`config.mk`:
```
export PLATFORM = sky130hd
export DESIGN_NAME = tx_ring_dma
export DESIGN_NICKNAME = d
export VERILOG_FILES = /design/src/rtl/tx_ring_dma.sv
export SDC_FILE = /design/constraint.sdc
export NUM_CORES = 1
export LEC_CHECK = 0
export CAP_MARGIN = 40
export CELL_PAD_IN_SITES_DETAIL_PLACEMENT = 0
export CELL_PAD_IN_SITES_GLOBAL_PLACEMENT = 1
export CORE_MARGIN = 10
export CORE_UTILIZATION = 45
export CTS_CLUSTER_DIAMETER = 30
export CTS_CLUSTER_SIZE = 16
export DETAILED_ROUTE_END_ITERATION = 10
export HOLD_SLACK_MARGIN = 0.06
export MAX_ROUTING_LAYER = met4
export PLACE_DENSITY_LB_ADDON = 0.1
export SETUP_SLACK_MARGIN = 0.15
export SLEW_MARGIN = 20
export SYNTH_ARGS = -nofsm -noshare
export SYNTH_HDL_FRONTEND = slang
export SYNTH_SLANG_ARGS = --single-unit
```
`constraint.sdc`:
```
create_clock -name clk -period 3.8 [get_ports clk]
set_input_delay 0.57 -clock clk [delete_from_list [all_inputs] [get_ports clk]]
set_output_delay 0.57 -clock clk [all_outputs]
set_load 0.005 [all_outputs]
```
`src/rtl/tx_ring_dma.sv`:
```
module tx_ring_dma #(
  parameter int LEN_LIMIT = 2048,
  parameter int CNT_W     = 16,
  parameter int HI_BIT    = 23,
  parameter int LO_BIT    = 22
) (
  input  logic        clk,
  input  logic        rst_n,
  input  logic        reg_we,
  input  logic [2:0]  reg_addr,
  input  logic [31:0] reg_wdata,
  output logic [3:0]  cause,
  output logic        irq,
  output logic        mem_req,
  output logic        mem_we,
  output logic [31:0] mem_addr,
  output logic [31:0] mem_wdata,
  input  logic        mem_ack,
  input  logic [31:0] mem_rdata,
  output logic        tx_valid,
  output logic [7:0]  tx_data,
  output logic        tx_last,
  input  logic        tx_ready
);
  localparam logic [CNT_W-1:0] LIMIT = CNT_W'(LEN_LIMIT);

  typedef enum logic [2:0] {S_IDLE, S_RD0, S_RD1, S_RD2, S_RD3, S_FETCH, S_EMIT, S_WB} st_t;
  st_t state;

  logic [31:0] ptr_lo, ptr_hi, cur, start, stat, baddr, nxt, word;
  logic [CNT_W-1:0] nbytes, remain;
  logic [1:0]  bidx;
  logic [3:0]  enable;
  logic        q, pend_lo, pend_hi, chk;

  wire cmd_wr   = reg_we && reg_addr == 3'd2;
  wire set_hi   = cmd_wr && reg_wdata[HI_BIT];
  wire set_lo   = cmd_wr && reg_wdata[LO_BIT];
  wire idle     = state == S_IDLE;
  wire take_hi  = idle && pend_hi;
  wire take_lo  = idle && !pend_hi && pend_lo;
  wire wb_done  = state == S_WB && mem_ack;
  wire fire     = tx_valid && tx_ready;
  wire hit      = |(cause & enable);
  wire [3:0] cause_set = wb_done ? (q ? 4'b0100 : 4'b1000) : 4'b0000;
  wire [3:0] cause_and = (reg_we && reg_addr == 3'd4) ? reg_wdata[3:0] : 4'hF;

  assign mem_req   = state inside {S_RD0, S_RD1, S_RD2, S_RD3, S_FETCH, S_WB};
  assign mem_we    = state == S_WB;
  assign mem_wdata = {1'b0, stat[30:0]};
  assign tx_valid  = state == S_EMIT;
  assign tx_data   = word[8*bidx +: 8];
  assign tx_last   = remain == CNT_W'(1);

  always_comb begin
    case (state)
      S_RD1:   mem_addr = cur + 32'd4;
      S_RD2:   mem_addr = cur + 32'd8;
      S_RD3:   mem_addr = cur + 32'd12;
      S_FETCH: mem_addr = baddr;
      default: mem_addr = cur;
    endcase
  end

  always_ff @(posedge clk or negedge rst_n) begin
    if (!rst_n) begin
      ptr_lo <= '0; ptr_hi <= '0; enable <= '0;
      pend_lo <= 1'b0; pend_hi <= 1'b0; chk <= 1'b0;
      cause <= '0; irq <= 1'b0;
    end else begin
      if (reg_we && reg_addr == 3'd0) ptr_lo <= reg_wdata;
      if (reg_we && reg_addr == 3'd1) ptr_hi <= reg_wdata;
      if (reg_we && reg_addr == 3'd3) enable <= reg_wdata[3:0];
      pend_hi <= (pend_hi && !take_hi) || set_hi;
      pend_lo <= (pend_lo && !take_lo) || set_lo;
      cause   <= (cause & cause_and) | cause_set;
      if (set_hi || set_lo) chk <= 1'b1;
      else if (idle && !pend_hi && !pend_lo && chk) chk <= 1'b0;
      if (idle && !pend_hi && !pend_lo && chk) irq <= hit;
      else if (!hit) irq <= 1'b0;
    end
  end

  always_ff @(posedge clk or negedge rst_n) begin
    if (!rst_n) begin
      state <= S_IDLE; cur <= '0; start <= '0; stat <= '0; baddr <= '0;
      nxt <= '0; word <= '0; nbytes <= '0; remain <= '0; bidx <= '0; q <= 1'b0;
    end else begin
      case (state)
        S_IDLE: if (take_hi || take_lo) begin
          q     <= take_hi;
          cur   <= take_hi ? ptr_hi : ptr_lo;
          start <= take_hi ? ptr_hi : ptr_lo;
          state <= S_RD0;
        end
        S_RD0: if (mem_ack) begin stat <= mem_rdata; state <= S_RD1; end
        S_RD1: if (mem_ack) begin nbytes <= mem_rdata[31:32-CNT_W]; state <= S_RD2; end
        S_RD2: if (mem_ack) begin baddr <= {mem_rdata[31:2], 2'b00}; state <= S_RD3; end
        S_RD3: if (mem_ack) begin
          nxt <= mem_rdata;
          if (!stat[31]) begin
            cur   <= mem_rdata;
            state <= (mem_rdata == start) ? S_IDLE : S_RD0;
          end else if (nbytes != '0 && nbytes < LIMIT) begin
            remain <= nbytes;
            state  <= S_FETCH;
          end else begin
            state <= S_WB;
          end
        end
        S_FETCH: if (mem_ack) begin
          word  <= mem_rdata;
          baddr <= baddr + 32'd4;
          bidx  <= 2'd0;
          state <= S_EMIT;
        end
        S_EMIT: if (fire) begin
          remain <= remain - CNT_W'(1);
          bidx   <= bidx + 2'd1;
          if (remain == CNT_W'(1)) state <= S_WB;
          else if (bidx == 2'd3) state <= S_FETCH;
        end
        S_WB: if (mem_ack) begin
          cur   <= nxt;
          state <= (nxt == start) ? S_IDLE : S_RD0;
        end
        default: state <= S_IDLE;
      endcase
    end
  end

  a_r10_tx_hold: assert property (@(posedge clk) disable iff (!rst_n)
    tx_valid && !tx_ready |=> tx_valid && $stable(tx_data) && $stable(tx_last));
  a_r10_mem_hold: assert property (@(posedge clk) disable iff (!rst_n)
    mem_req && !mem_ack |=> mem_req && $stable(mem_addr) && $stable(mem_we));
  a_r6_cause_hi: assert property (@(posedge clk) disable iff (!rst_n)
    $rose(cause[2]) |-> $past(mem_we && mem_ack && q));
  a_r6_cause_lo: assert property (@(posedge clk) disable iff (!rst_n)
    $rose(cause[3]) |-> $past(mem_we && mem_ack && !q));
  a_r9_irq_idle: assert property (@(posedge clk) disable iff (!rst_n)
    $rose(irq) |-> $past(state == S_IDLE));
  a_r5_wb_clear: assert property (@(posedge clk) disable iff (!rst_n)
    mem_req && mem_we |-> !mem_wdata[31] && mem_addr == cur);
endmodule

```
==> results of run 1 <==
## path summary, 6_finish.rpt
kind / slack (ns) / endpoint / cells after the start
setup / recovery: 0.19 / mem_addr[11] / 12
hold / removal: 0.08 / baddr[4] / 1
setup reg to reg: 0.85 / remain[1] / 9
hold reg to reg: 0.47 / chk / 2
max in group asynchronous: 2.60 / baddr[31] / 2
min in group clk: 0.47 / chk / 2
## kinds of logic after synthesis
kind of cell | Yosys count
mux | 199
compound gates | 364
fa+ha+maj | 7
xor+xnor | 69
buf+inv | 154
flops | 304
simple gates | 532
other cells | 1
## registers in the layout (all words and copies together) (netlist names), 16 cells and up
register	cells
nbytes	16
ptr_lo	32
remain	16
nxt	32
word	32
ptr_hi	32
stat	32
start	32
baddr	30
cur	32
## cells in the mapped netlist, drive strengths merged (15+ instances only)
| master | n |
|---|---|
| nand3 | 38 |
| nor2 | 151 |
| a21oi | 138 |
| o21ai | 77 |
| buf | 75 |
| nand2 | 202 |
| clkbuf | 59 |
| o22ai | 15 |
| dfrtp | 304 |
| xnor2 | 66 |
| mux2 | 150 |
| inv | 20 |
| a221oi | 33 |
| nand4 | 36 |
| mux2i | 41 |
| nor3 | 21 |
## through the flow
stage	cells	hold WS (ns)	setup slack (ns)	instance area [µm²]	power [mW]
after floorplan	1630	0.274	0.607	16100	9.91
after global placement	2191	0.456	0.122	18200	13.0
after detailed placement	2192	0.463	0.147	18200	13.0
after CTS	2345	0.0972	0.0887	21100	20.0
after global routing	2348	0.147	0.0854	21200	21.0
final	2349	0.0829	0.191	21200	20.0
## worst max-delay path, stage by stage (launching register included)
cell           delay [ns]
dfrtp_1              0.40
nand2b_4             0.08
nor2_2               0.04
buf_4                0.13
ha_1                 0.27
a21o_1               0.18
nand4_1              0.16
buf_4                0.19
buf_4                0.13
nor3_2               0.17
a21oi_2              0.07
a221o_1              0.33
dlygate4sd2_1        0.28
## power breakdown
group	switching, mW	internal [mW]	leakage, nW
sequential	1.45	4.58	3.67
clock	2.05	4.74	1.33
combinational	3.74	3.40	3.93
## layout make-up
class / instances / area [µm²]
Timing Repair Buffer: 249 / 2270
Fill cell: 3089 / 14200
Clock inverter: 32 / 450
Inverter: 20 / 75.1
Sequential cell: 304 / 7610
Multi-Input combinational cell: 1172 / 7930
Tap cell: 461 / 577
Antenna cell: 1 / 2.50
Clock buffer: 110 / 2300
## metal layers
metal / track usage, % / up-vias / routed length, µm
met5: - / - / 0
met4: 9.58 / 0 / 1630
met3: 4.31 / 101 / 3410
met2: 42.3 / 531 / 27900
met1: 35.9 / 6934 / 26200
li1: - / 6249 / -
## what timing repair did
| item | 4_1_cts | 5_1_grt |
|---|---|---|
| pin swaps | 9 | 5 |
| gates resized for setup | 51 | 33 |
| buffers inserted | 11 | 3 |
| endpoints found under the setup margin | 24 | 22 |
==> reports/metrics.csv, run 1 <==
stage,metric,value,unit
clock_network,clk_pin_slew_worst_paths,0.05,ns
timing,hold_viol,0,
clock_network,cts_made_buffers,79,
flow_run,max-cap-violations,0,
drt,drc_errors,0,
yosys,synth_mux_area_share,14.2,%
timing,drv_slew,0,
yosys,yosys.area_share.xor_xnor,3.75,%
grt,grt_first_pass_wirelength,89.0,mm
die,core_area,0.0354,mm²
timing,fmax,0.277,GHz
setup_path,path_max_fanout,4,
clock_network,cts_tree,done,
yosys,ys_ff_latch,304,
grt,grt_overflow,0,
yosys,syn_area,0.0161,mm²
setup_path,cp.arrival,3.04,ns
die,pin_count,153,
drt,via_per_inst,5.88,
yosys,synth-adder-area-share,0.591,%
yosys,ys_warn_count,0,
final_layout,final_common_cell,dfrtp_1,
setup_path,start_kind,register,
setup_path,rr_startpoint,state[0],
yosys,syn_avg_cell_area,9.87,µm²
grt,grt_antenna_before_repair,2,
clock_network,insertion_delay,0.59,ns
yosys,synth_flop_cell,dfrtp_1,
timing,min_period,3.61,ns
die,die_y,209,µm
timing,slew_headroom,39.5,%
setup_path,cp.required,3.23,ns
drt,antenna_left,0,
yosys,async_flop_share,100,%
power,power_density,941,mW/mm²
yosys,yosysSeqAreaShare,47.3,%
place,io_buffers,151,
grt,grt_pass1_vias,13800,
final_layout,final_cell_mix,"dfrtp_1 (302), nand2_1 (202), mux2_2 (150)",
timing,setup_violations,0,
setup_path,path_class,register to output pin,
die,rows,69,
die,start_util,45.5,%
clock_network,ctsRootBufferMaster,clkbuf_16,
grt,track_usage,27.3,%
outcome,status,"complete, no violations",
drt,wire_per_inst,25.2,µm
yosys,synthDistinctLibCells,76,
drt,drtIter0Drc,985,
timing,min_period_over_period,95.0,%
final_layout,nets,1905,
yosys,syn_inst,1630,
final_layout,final_util,59.9,%
yosys,synth_compound_area_share,14.1,%
yosys,yosysTopAreaCellShare,47.3,%
timing,fin_worst_skew,0.0272,ns
setup_path,critPathLaunch,state[2],
yosys,synth.area.top_cells,"dfrtp_1 (47%), mux2_2 (10%), nand2_1 (4.7%)",
drt,dr_total_vias,13800,
drt,wl,59.1,mm
clock_network,cts_buffer_depth,3,
yosys,synth_edf_count,0,
yosys,synth_top_family_by_area,simple AND/OR/NAND/NOR gates,
place,gp_congestion,0.964,
final_layout,areaGrowthSynthToFinish,31.8,%
die,fp.dieW,209,µm
yosys,synth_top_area_cell,dfrtp_1,
clock_network,cts_sinks,304,
grt,grt_max_degree,106,
timing,finalSetupTns,0,ns
power,p_leak,8.93,nW
clock_network,htree_num_levels,3,
yosys,syn-num-nets,1709,
die,dieArea,0.0437,mm²
power,ir_worst_vdd,0.461,mV
timing,tightest_slew,0.908,ns
yosys,synth_simple_gate_area_share,15.5,%
place,dp_hpwl,42.5,mm
hold_path,hp-class,primary input to async pin,
final_layout,drive_gt1_share,23.4,%
drt,dr.pass1.iters,5,
timing,rsz0062_at_grt,true,
setup_path,cp-end-kind,output pin,
clock_network,ctsHoldBuffers,0,
Note: power is estimated with default switching activity, not from simulation.
==> inputs of run 2 (changes only) <==
--- a/config.mk
+++ b/config.mk
@@ -15,7 +15,7 @@
 export DETAILED_ROUTE_END_ITERATION = 10
 export HOLD_SLACK_MARGIN = 0.06
 export MAX_ROUTING_LAYER = met4
-export PLACE_DENSITY_LB_ADDON = 0.1
+export PLACE_DENSITY = 0.89
 export SETUP_SLACK_MARGIN = 0.15
 export SLEW_MARGIN = 20
 export SYNTH_ARGS = -nofsm -noshare
==> run 2 against run 1 <==
Compared with the run above:
- cell count decreased by 1.4%
- final area is 3.0% lower
- critical path depth decreased by 3
- non-clock buffer count decreased by 6
- clock skew fell by 0.0059 ns
- critical endpoint is now mem_addr[27]
- sequential share of layout area rose by 1.1 points
- largest power group unchanged
- sequential cell count unchanged
- via count increased by 0.49%
- register-to-register slack got worse by 0.17 ns
==> reports/metrics.csv, run 2 (synthesis gave the netlist of run 1 again) <==
stage,metric,value,unit,change
setup_path,path_class,register to output pin,,unchanged
final_layout,areaGrowthSynthToFinish,27.9,%,was 31.8%
setup_path,worstReg2RegEnd,cur[16],,was remain[1]
power,p_comb_share,38.2,%,was 35.8%
grt,grt_max_degree,76,,was 106
drt,dr_total_vias,13900,,"was 13,800"
die,die_y,209,µm,unchanged
die,dieArea,0.0437,mm²,unchanged
setup_path,path_max_fanout,33,,was 4
power,ir_worst_vdd,0.499,mV,was 0.461 mV
power,p_int,11.7,mW,was 12.7 mW
grt,grt_first_pass_wirelength,84.8,mm,was 89.0 mm
hold_path,hp-class,register to register,,was primary input to async pin
drt,drtIter0Drc,1610,,was 985
timing,rsz0062_at_grt,true,,unchanged
die,rows,69,,unchanged
clock_network,cts_buffer_depth,3,,unchanged
power,fin_total_pwr,18.6,mW,was 20.0 mW
place,pre_cts_ws,0.140,ns,was 0.147 ns
setup_path,critPathLaunch,state[2],,unchanged
hold_path,min_from,q,,
clock_network,ctsRootBufferMaster,clkbuf_16,,unchanged
setup_path,start_kind,register,,unchanged
final_layout,final_common_cell,dfrtp_1,,unchanged
power,pwr-share-seq,32.0,%,was 30.2%
flow_run,max-cap-violations,0,,unchanged
place,dp_hpwl,39.3,mm,was 42.5 mm
clock_network,cts_tree,done,,unchanged
clock_network,cts_sinks,304,,unchanged
power,switchingPower,6.97,mW,was 7.23 mW
grt,track_usage,25.3,%,was 27.3%
drt,antenna_left,0,,unchanged
timing,min_period_over_period,98.5,%,was 95.0%
timing,drv_slew,0,,unchanged
die,pin_count,153,,unchanged
power,p_leak,8.61,nW,was 8.93 nW
die,fp.dieW,209,µm,unchanged
timing,tightest_slew,0.807,ns,was 0.908 ns
setup_path,cp_slowest_cell,clkdlybuf4s50_1,,was dfrtp_1
setup_path,reg2reg_slack,0.68,ns,was 0.85 ns
hold_path,whs_endpoint,cause[3],,
grt,gr-usage-met1,32.8,%,was 35.9%
timing,slew_headroom,45.8,%,was 39.5%
outcome,status,"complete, no violations",,unchanged
timing,setup_violations,0,,unchanged
timing,fmax,0.267,GHz,was 0.277 GHz
setup_path,r2r_cells,8,,was 9
timing,fin_worst_skew,0.0213,ns,was 0.0272 ns
setup_path,rr_startpoint,state[2],,was state[0]
hold_path,holdPathStages,1,,
grt,grt_overflow,0,,unchanged
setup_path,cp.required,3.23,ns,about the same
setup_path,path_delay_family,simple AND/OR/NAND/NOR gates,,was buffers and inverters
clock_network,clk_pin_slew_worst_paths,0.05,ns,about the same
setup_path,crit_top_cell,buf_4,,unchanged
power,power_density,906,mW/mm²,was 941 mW/mm²
final_layout,nets,1880,,"was 1,905"
drt,wire_per_inst,23.9,µm,was 25.2 µm
drt,wl,55.3,mm,was 59.1 mm
grt,met3_usage,4.67,%,was 4.31%
die,start_util,45.5,%,unchanged
drt,via_per_inst,6.00,,was 5.88
setup_path,crit_buf_inv,3,,was 4
setup_path,crit_path_max_incr_delay,0.51,ns,was 0.40 ns
grt,use_met2,38.4,%,was 42.3%
clock_network,cts_made_buffers,60,,was 79
grt,top_usage_layer,met2,,unchanged
place,io_buffers,151,,unchanged
timing,hold_ws,0.495,ns,was 0.0829 ns
setup_path,critical_path.cell_chain,buf_4 -> nand2b_1 -> nor2_2 -> buf_4 -> and3_1 -> a31oi_1 -> or3b_1 -> nand3_1 -> clkdlybuf4s50_1,,was nand2b_4 -> nor2_2 -> buf_4 -> ha_1 -> a21o_1 -> nand4_1 -> buf_4 -> buf_4 -> nor3_2 -> a21oi_2 -> a221o_1 -> dlygate4sd2_1
final_layout,drive_gt1_share,22.3,%,was 23.4%
final_layout,fillCellCount,2913,,"was 3,089"
clock_network,htree_num_levels,2,,was 3
grt,grt_pass1_vias,14000,,"was 13,800"
final_layout,final_cell_mix,"dfrtp_1 (303), nand2_1 (202), mux2_2 (150)",,"was dfrtp_1 (302), nand2_1 (202), mux2_2 (150)"
drt,dr.pass1.iters,8,,was 5
power,swShare,37.4,%,was 36.3%
setup_path,cp.arrival,3.17,ns,was 3.04 ns
timing,min_period,3.74,ns,was 3.61 ns
grt,grt_antenna_before_repair,0,,was 2
timing,hold_viol,0,,unchanged
drt,drc_errors,0,,unchanged
timing,fin_ws,0.0560,ns,was 0.191 ns
die,core_area,0.0354,mm²,unchanged
setup_path,cp-end-kind,output pin,,unchanged
power,clockPowerShare,29.8,%,was 34.0%
clock_network,insertion_delay,0.60,ns,was 0.59 ns
place,gp_congestion,0.973,,was 0.964
run 2: cell types whose count changed in the layout (fill, tap and decap cells not counted), sizes merged:
cell	previous run	this run
clkinv	16	15
clkbuf	113	77
inv	23	28
buf	101	94
dlygate4sd3	0	1
clkinvlp	5	10
dlygate4sd2	12	6
dlymetal6s2s	6	9
bufinv	8	10
run 2: cell type report:
| type | count | area (µm²) | share of cell area [%] |
|---|---|---|---|
| Antenna cell | 1 | 2.50 | 0.0122 |
| Clock buffer | 71 | 1600 | 7.79 |
| Clock inverter | 43 | 568 | 2.76 |
| Inverter | 20 | 75.1 | 0.365 |
| Multi-Input combinational cell | 1172 | 7920 | 38.5 |
| Sequential cell | 304 | 7610 | 37.0 |
| Tap cell | 461 | 577 | 2.80 |
| Timing Repair Buffer | 243 | 2230 | 10.8 |
run 2: worst max-delay path by stage:
| stage | depth (start not counted) | end | slack [ns] |
|---|---|---|---|
| 6_report | 9 | mem_addr[27] | 0.06 |
| 5_1_grt | 11 | mem_addr[27] | -0.03 |
| 4_1_cts | 11 | mem_addr[22] | 0.03 |
| 3_5_place_dp | 9 | mem_addr[18] | 0.14 |
| 3_3_place_gp | 9 | mem_addr[18] | 0.23 |
| 2_1_floorplan | 11 | mem_addr[27] | 0.61 |
run 2: what timing repair did:
action / 4_1_cts / 5_1_grt
buffers inserted: 12 / 3
resized for setup: 43 / 49
setup endpoints to repair: 23 / 25
endpoints found under the hold margin: 70 / 0
hold buffers: 1 / 0
pin swaps: 9 / 8
run 2: through the flow:
stage	instance area [µm²]	instances	TNS (ns)	util, %
after global routing	20600	2314	-0.0295	58.1
final	20600	2315	0	58.2
after floorplan	16100	1630	0	-
after CTS	20500	2311	0	57.9
after detailed placement	18200	2184	0	51.3
after global placement	18100	2182	0	51.3
run 2: worst register-to-register path, cell delays in order (launching register included):
cell,delay (ns)
dfrtp_1,0.41
buf_4,0.27
nor3_1,0.66
and2_2,0.28
buf_4,0.33
mux2i_1,0.47
nor2_1,0.08
a221oi_1,0.36
a21oi_1,0.13
run 2: power groups by stage:
stage                     clock network, mW  registers, mW  logic (mW)
after floorplan                           0           5.40        4.51
after global placement                    0           5.87        6.81
after detailed placement                  0           5.94        6.94
after CTS                              5.61           5.91        7.05
after global routing                   5.78           6.14        7.71
final                                  5.56           5.97        7.11
run 2: routing by layer:
layer	part of all wire (%)	wire, µm
met1	42	23300
met2	46	25400
met3	7.7	4270
met4	4.3	2390
met5	0	0
==> inputs of run 3 (changes only) <==
--- a/config.mk
+++ b/config.mk
@@ -9,14 +9,15 @@
 export CELL_PAD_IN_SITES_DETAIL_PLACEMENT = 0
 export CELL_PAD_IN_SITES_GLOBAL_PLACEMENT = 1
 export CORE_MARGIN = 10
-export CORE_UTILIZATION = 45
+export CORE_UTILIZATION = 41
 export CTS_CLUSTER_DIAMETER = 30
 export CTS_CLUSTER_SIZE = 16
 export DETAILED_ROUTE_END_ITERATION = 10
 export HOLD_SLACK_MARGIN = 0.06
 export MAX_ROUTING_LAYER = met4
-export PLACE_DENSITY = 0.89
+export PLACE_DENSITY = 0.86
 export SETUP_SLACK_MARGIN = 0.15
+export SKIP_LAST_GASP = 1
 export SLEW_MARGIN = 20
 export SYNTH_ARGS = -nofsm -noshare
 export SYNTH_HDL_FRONTEND = slang
==> constraint.sdc (replaced) <==
create_clock -name clk -period 3.2 [get_ports clk]
set_input_delay 0.48 -clock clk [delete_from_list [all_inputs] [get_ports clk]]
set_output_delay 0.48 -clock clk [all_outputs]
set_load 0.005 [all_outputs]
==> run 3 against run 2 <==
Compared with the run above:
- the run now ends with negative setup slack left
- sequential share of layout area down 1.8 points
- sequential cell count unchanged
- routed wire length up 7.2%
- final area up 5.2%
- worst hold slack worse by 0.022 ns
- critical path type unchanged
- highest routed layer unchanged
==> reports/metrics.csv, run 3 (synthesis gave the netlist of run 1 again) <==
stage,metric,value,unit,change
outcome,status,"complete, but fails checks",,"was complete, no violations"
outcome,violations,negative setup slack,,
grt,grt_max_degree,80,,was 76
power,p_leak,9.12,nW,was 8.61 nW
clock_network,insertion_delay,0.57,ns,was 0.60 ns
timing,setup_violations,15,,was 0
final_layout,drive_gt1_share,26.7,%,was 22.3%
clock_network,cts_tree,done,,unchanged
drt,wl,59.3,mm,was 55.3 mm
drt,dr.pass1.iters,6,,was 8
clock_network,cts_buffer_depth,3,,unchanged
final_layout,seq_area,0.00761,mm²,unchanged
timing,hold_viol,0,,unchanged
setup_path,critical_path_depth,12,,was 9
setup_path,r2r_cells,7,,was 8
final_layout,fillCellCount,3270,,"was 2,913"
final_layout,final_util,55.9,%,was 58.2%
setup_path,crit_path_max_incr_delay,0.41,ns,was 0.51 ns
final_layout,num_antenna_cells,0,,was 1
final_layout,multi_input_area,0.00809,mm²,was 0.00792 mm²
drt,antenna_left,0,,unchanged
setup_path,reg2reg_slack,0.31,ns,was 0.68 ns
power,fin_total_pwr,24.0,mW,was 18.6 mW
final_layout,final_common_cell,dfrtp_1,,unchanged
setup_path,critical_path.cell_chain,nand2b_4 -> nor2_4 -> buf_6 -> ha_4 -> a21o_1 -> nand4_1 -> buf_4 -> o22ai_1 -> nand3_1 -> or3_1 -> o211ai_1 -> buf_2,,was buf_4 -> nand2b_1 -> nor2_2 -> buf_4 -> and3_1 -> a31oi_1 -> or3b_1 -> nand3_1 -> clkdlybuf4s50_1
grt,grt_pass1_vias,14500,,"was 14,000"
die,pin_count,153,,unchanged
die,fp.dieW,218,µm,was 209 µm
timing,min_period_over_period,104,%,
timing,fmax,0.300,GHz,
timing,tightest_slew,0.801,ns,was 0.807 ns
timing,min_period,3.34,ns,
place,dp_cells,2290,,"was 2,184"
power,ir_worst_vdd,0.470,mV,was 0.499 mV
clock_network,cts_made_buffers,68,,was 60
timing,hold_ws,0.473,ns,was 0.495 ns
setup_path,path_max_fanout,3,,was 33
grt,track_usage,25.3,%,about the same
clock_network,htree_num_levels,3,,was 2
die,core_area,0.0387,mm²,was 0.0354 mm²
setup_path,path_class,register to output pin,,unchanged
drt,drc_errors,0,,unchanged
timing,slew_headroom,46.1,%,was 45.8%
flow_run,max-cap-violations,0,,unchanged
timing,finalSetupTns,-0.863,ns,was 0 ns
drt,drtIter0Drc,1541,,"was 1,610"
setup_path,cp_slowest_cell,dfrtp_1,,was clkdlybuf4s50_1
timing,fin_worst_skew,0.0294,ns,was 0.0213 ns
place,io_buffers,151,,unchanged
setup_path,start_kind,register,,unchanged
final_layout,nets,1943,,"was 1,880"
timing,rsz0062_at_grt,true,,unchanged
timing,drv_slew,0,,unchanged
power,power_density,1110,mW/mm²,was 906 mW/mm²
final_layout,areaGrowthSynthToFinish,34.5,%,was 27.9%
drt,via_per_inst,5.87,,was 6.00
drt,wire_per_inst,24.4,µm,was 23.9 µm
setup_path,path_delay_family,simple AND/OR/NAND/NOR gates,,unchanged
final_layout,final_cell_mix,"dfrtp_1 (303), nand2_1 (198), mux2_2 (149)",,"was dfrtp_1 (303), nand2_1 (202), mux2_2 (150)"
hold_path,hp-class,register to register,,unchanged
die,dieArea,0.0476,mm²,was 0.0437 mm²
timing,fin_ws,-0.135,ns,was 0.0560 ns
place,gp_congestion,0.939,,was 0.973
drt,dr_total_vias,14300,,"was 13,900"
setup_path,crit_buf_inv,3,,unchanged
setup_path,cp-end-kind,output pin,,unchanged
final_layout,fin_cells,2433,,"was 2,315"
clock_network,ctsRootBufferMaster,clkbuf_16,,unchanged
place,dp_hpwl,42.3,mm,was 39.3 mm
grt,grt_first_pass_wirelength,90.2,mm,was 84.8 mm
hold_path,holdPathStages,2,,was 1
die,start_util,41.5,%,was 45.5%
die,rows,72,,was 69
clock_network,cts_sinks,304,,unchanged
grt,grt_antenna_before_repair,0,,unchanged
clock_network,clk_pin_slew_worst_paths,0.04,ns,was 0.05 ns
setup_path,cp.required,2.72,ns,was 3.23 ns
setup_path,cp.arrival,2.86,ns,was 3.17 ns
grt,grt_overflow,0,,unchanged
die,die_y,218,µm,was 209 µm
==> run 3: changes by cell type in the layout (fill, tap and decap cells not counted), moves of 5 or more <==
cell | previous run | this run
clkinv_2 | 8 | 3
inv_6 | 6 | 1
buf_6 | 4 | 12
clkbuf_16 | 60 | 72
buf_4 | 83 | 130
dlymetal6s2s_1 | 9 | 1
clkdlybuf4s50_1 | 126 | 121
clkbuf_2 | 6 | 0
bufinv_16 | 10 | 17
buf_2 | 2 | 22
dlygate4sd2_1 | 6 | 1
==> run 3: where the power goes <==
group	switching, mW	internal (mW)	total, mW	leakage, nW
combinational	4.85	4.26	9.11	4.22
sequential	1.61	5.44	7.05	3.67
clock	2.24	5.61	7.85	1.24
total	8.70	15.3	24.0	9.12
==> run 3: layer usage <==
layer,track usage (%),routed length (µm)
met1,32.2,24600
met2,38.3,27300
met3,4.67,4520
met4,12.6,2940
met5,-,0
==> run 3: final timing paths <==
path | from | endpoint
worst max-delay path | state[2] | mem_addr[13]
worst min-delay path | chk | chk
worst max register to register | state[0] | baddr[26]
worst min register to register | chk | chk
max in group asynchronous | rst_n | word[28]
min in group asynchronous | rst_n | remain[9]
==> run 3: layout make-up <==
class | count | share of cell area, %
Sequential cell | 304 | 35.1
Timing Repair Buffer | 298 | 12.2
Clock buffer | 85 | 8.87
Multi-Input combinational cell | 1172 | 37.4
Inverter | 20 | 0.347
Clock inverter | 36 | 3.13
Tap cell | 518 | 2.99
==> run 3: tightest hold or removal path: stages (launching register included) <==
cell     delay (ns)
dfrtp_1        0.34
nand2_1        0.05
nand2_1        0.05
==> run 3: stage by stage <==
step                      setup slack, ns  area, µm²
after floorplan                     0.207      16100
after global placement             -0.314      18600
after detailed placement           -0.288      18600
after CTS                          -0.117      21500
after global routing               -0.245      21700
final                              -0.135      21700
==> run 3: what timing repair did <==
item / in CTS / in global routing
resized for setup: 167 / 30
pin swaps: 43 / 34
endpoints found under the hold margin: 71 / 0
setup buffers: 12 / 9
hold buffers: 1 / 0
endpoints found under the setup margin: 31 / 34
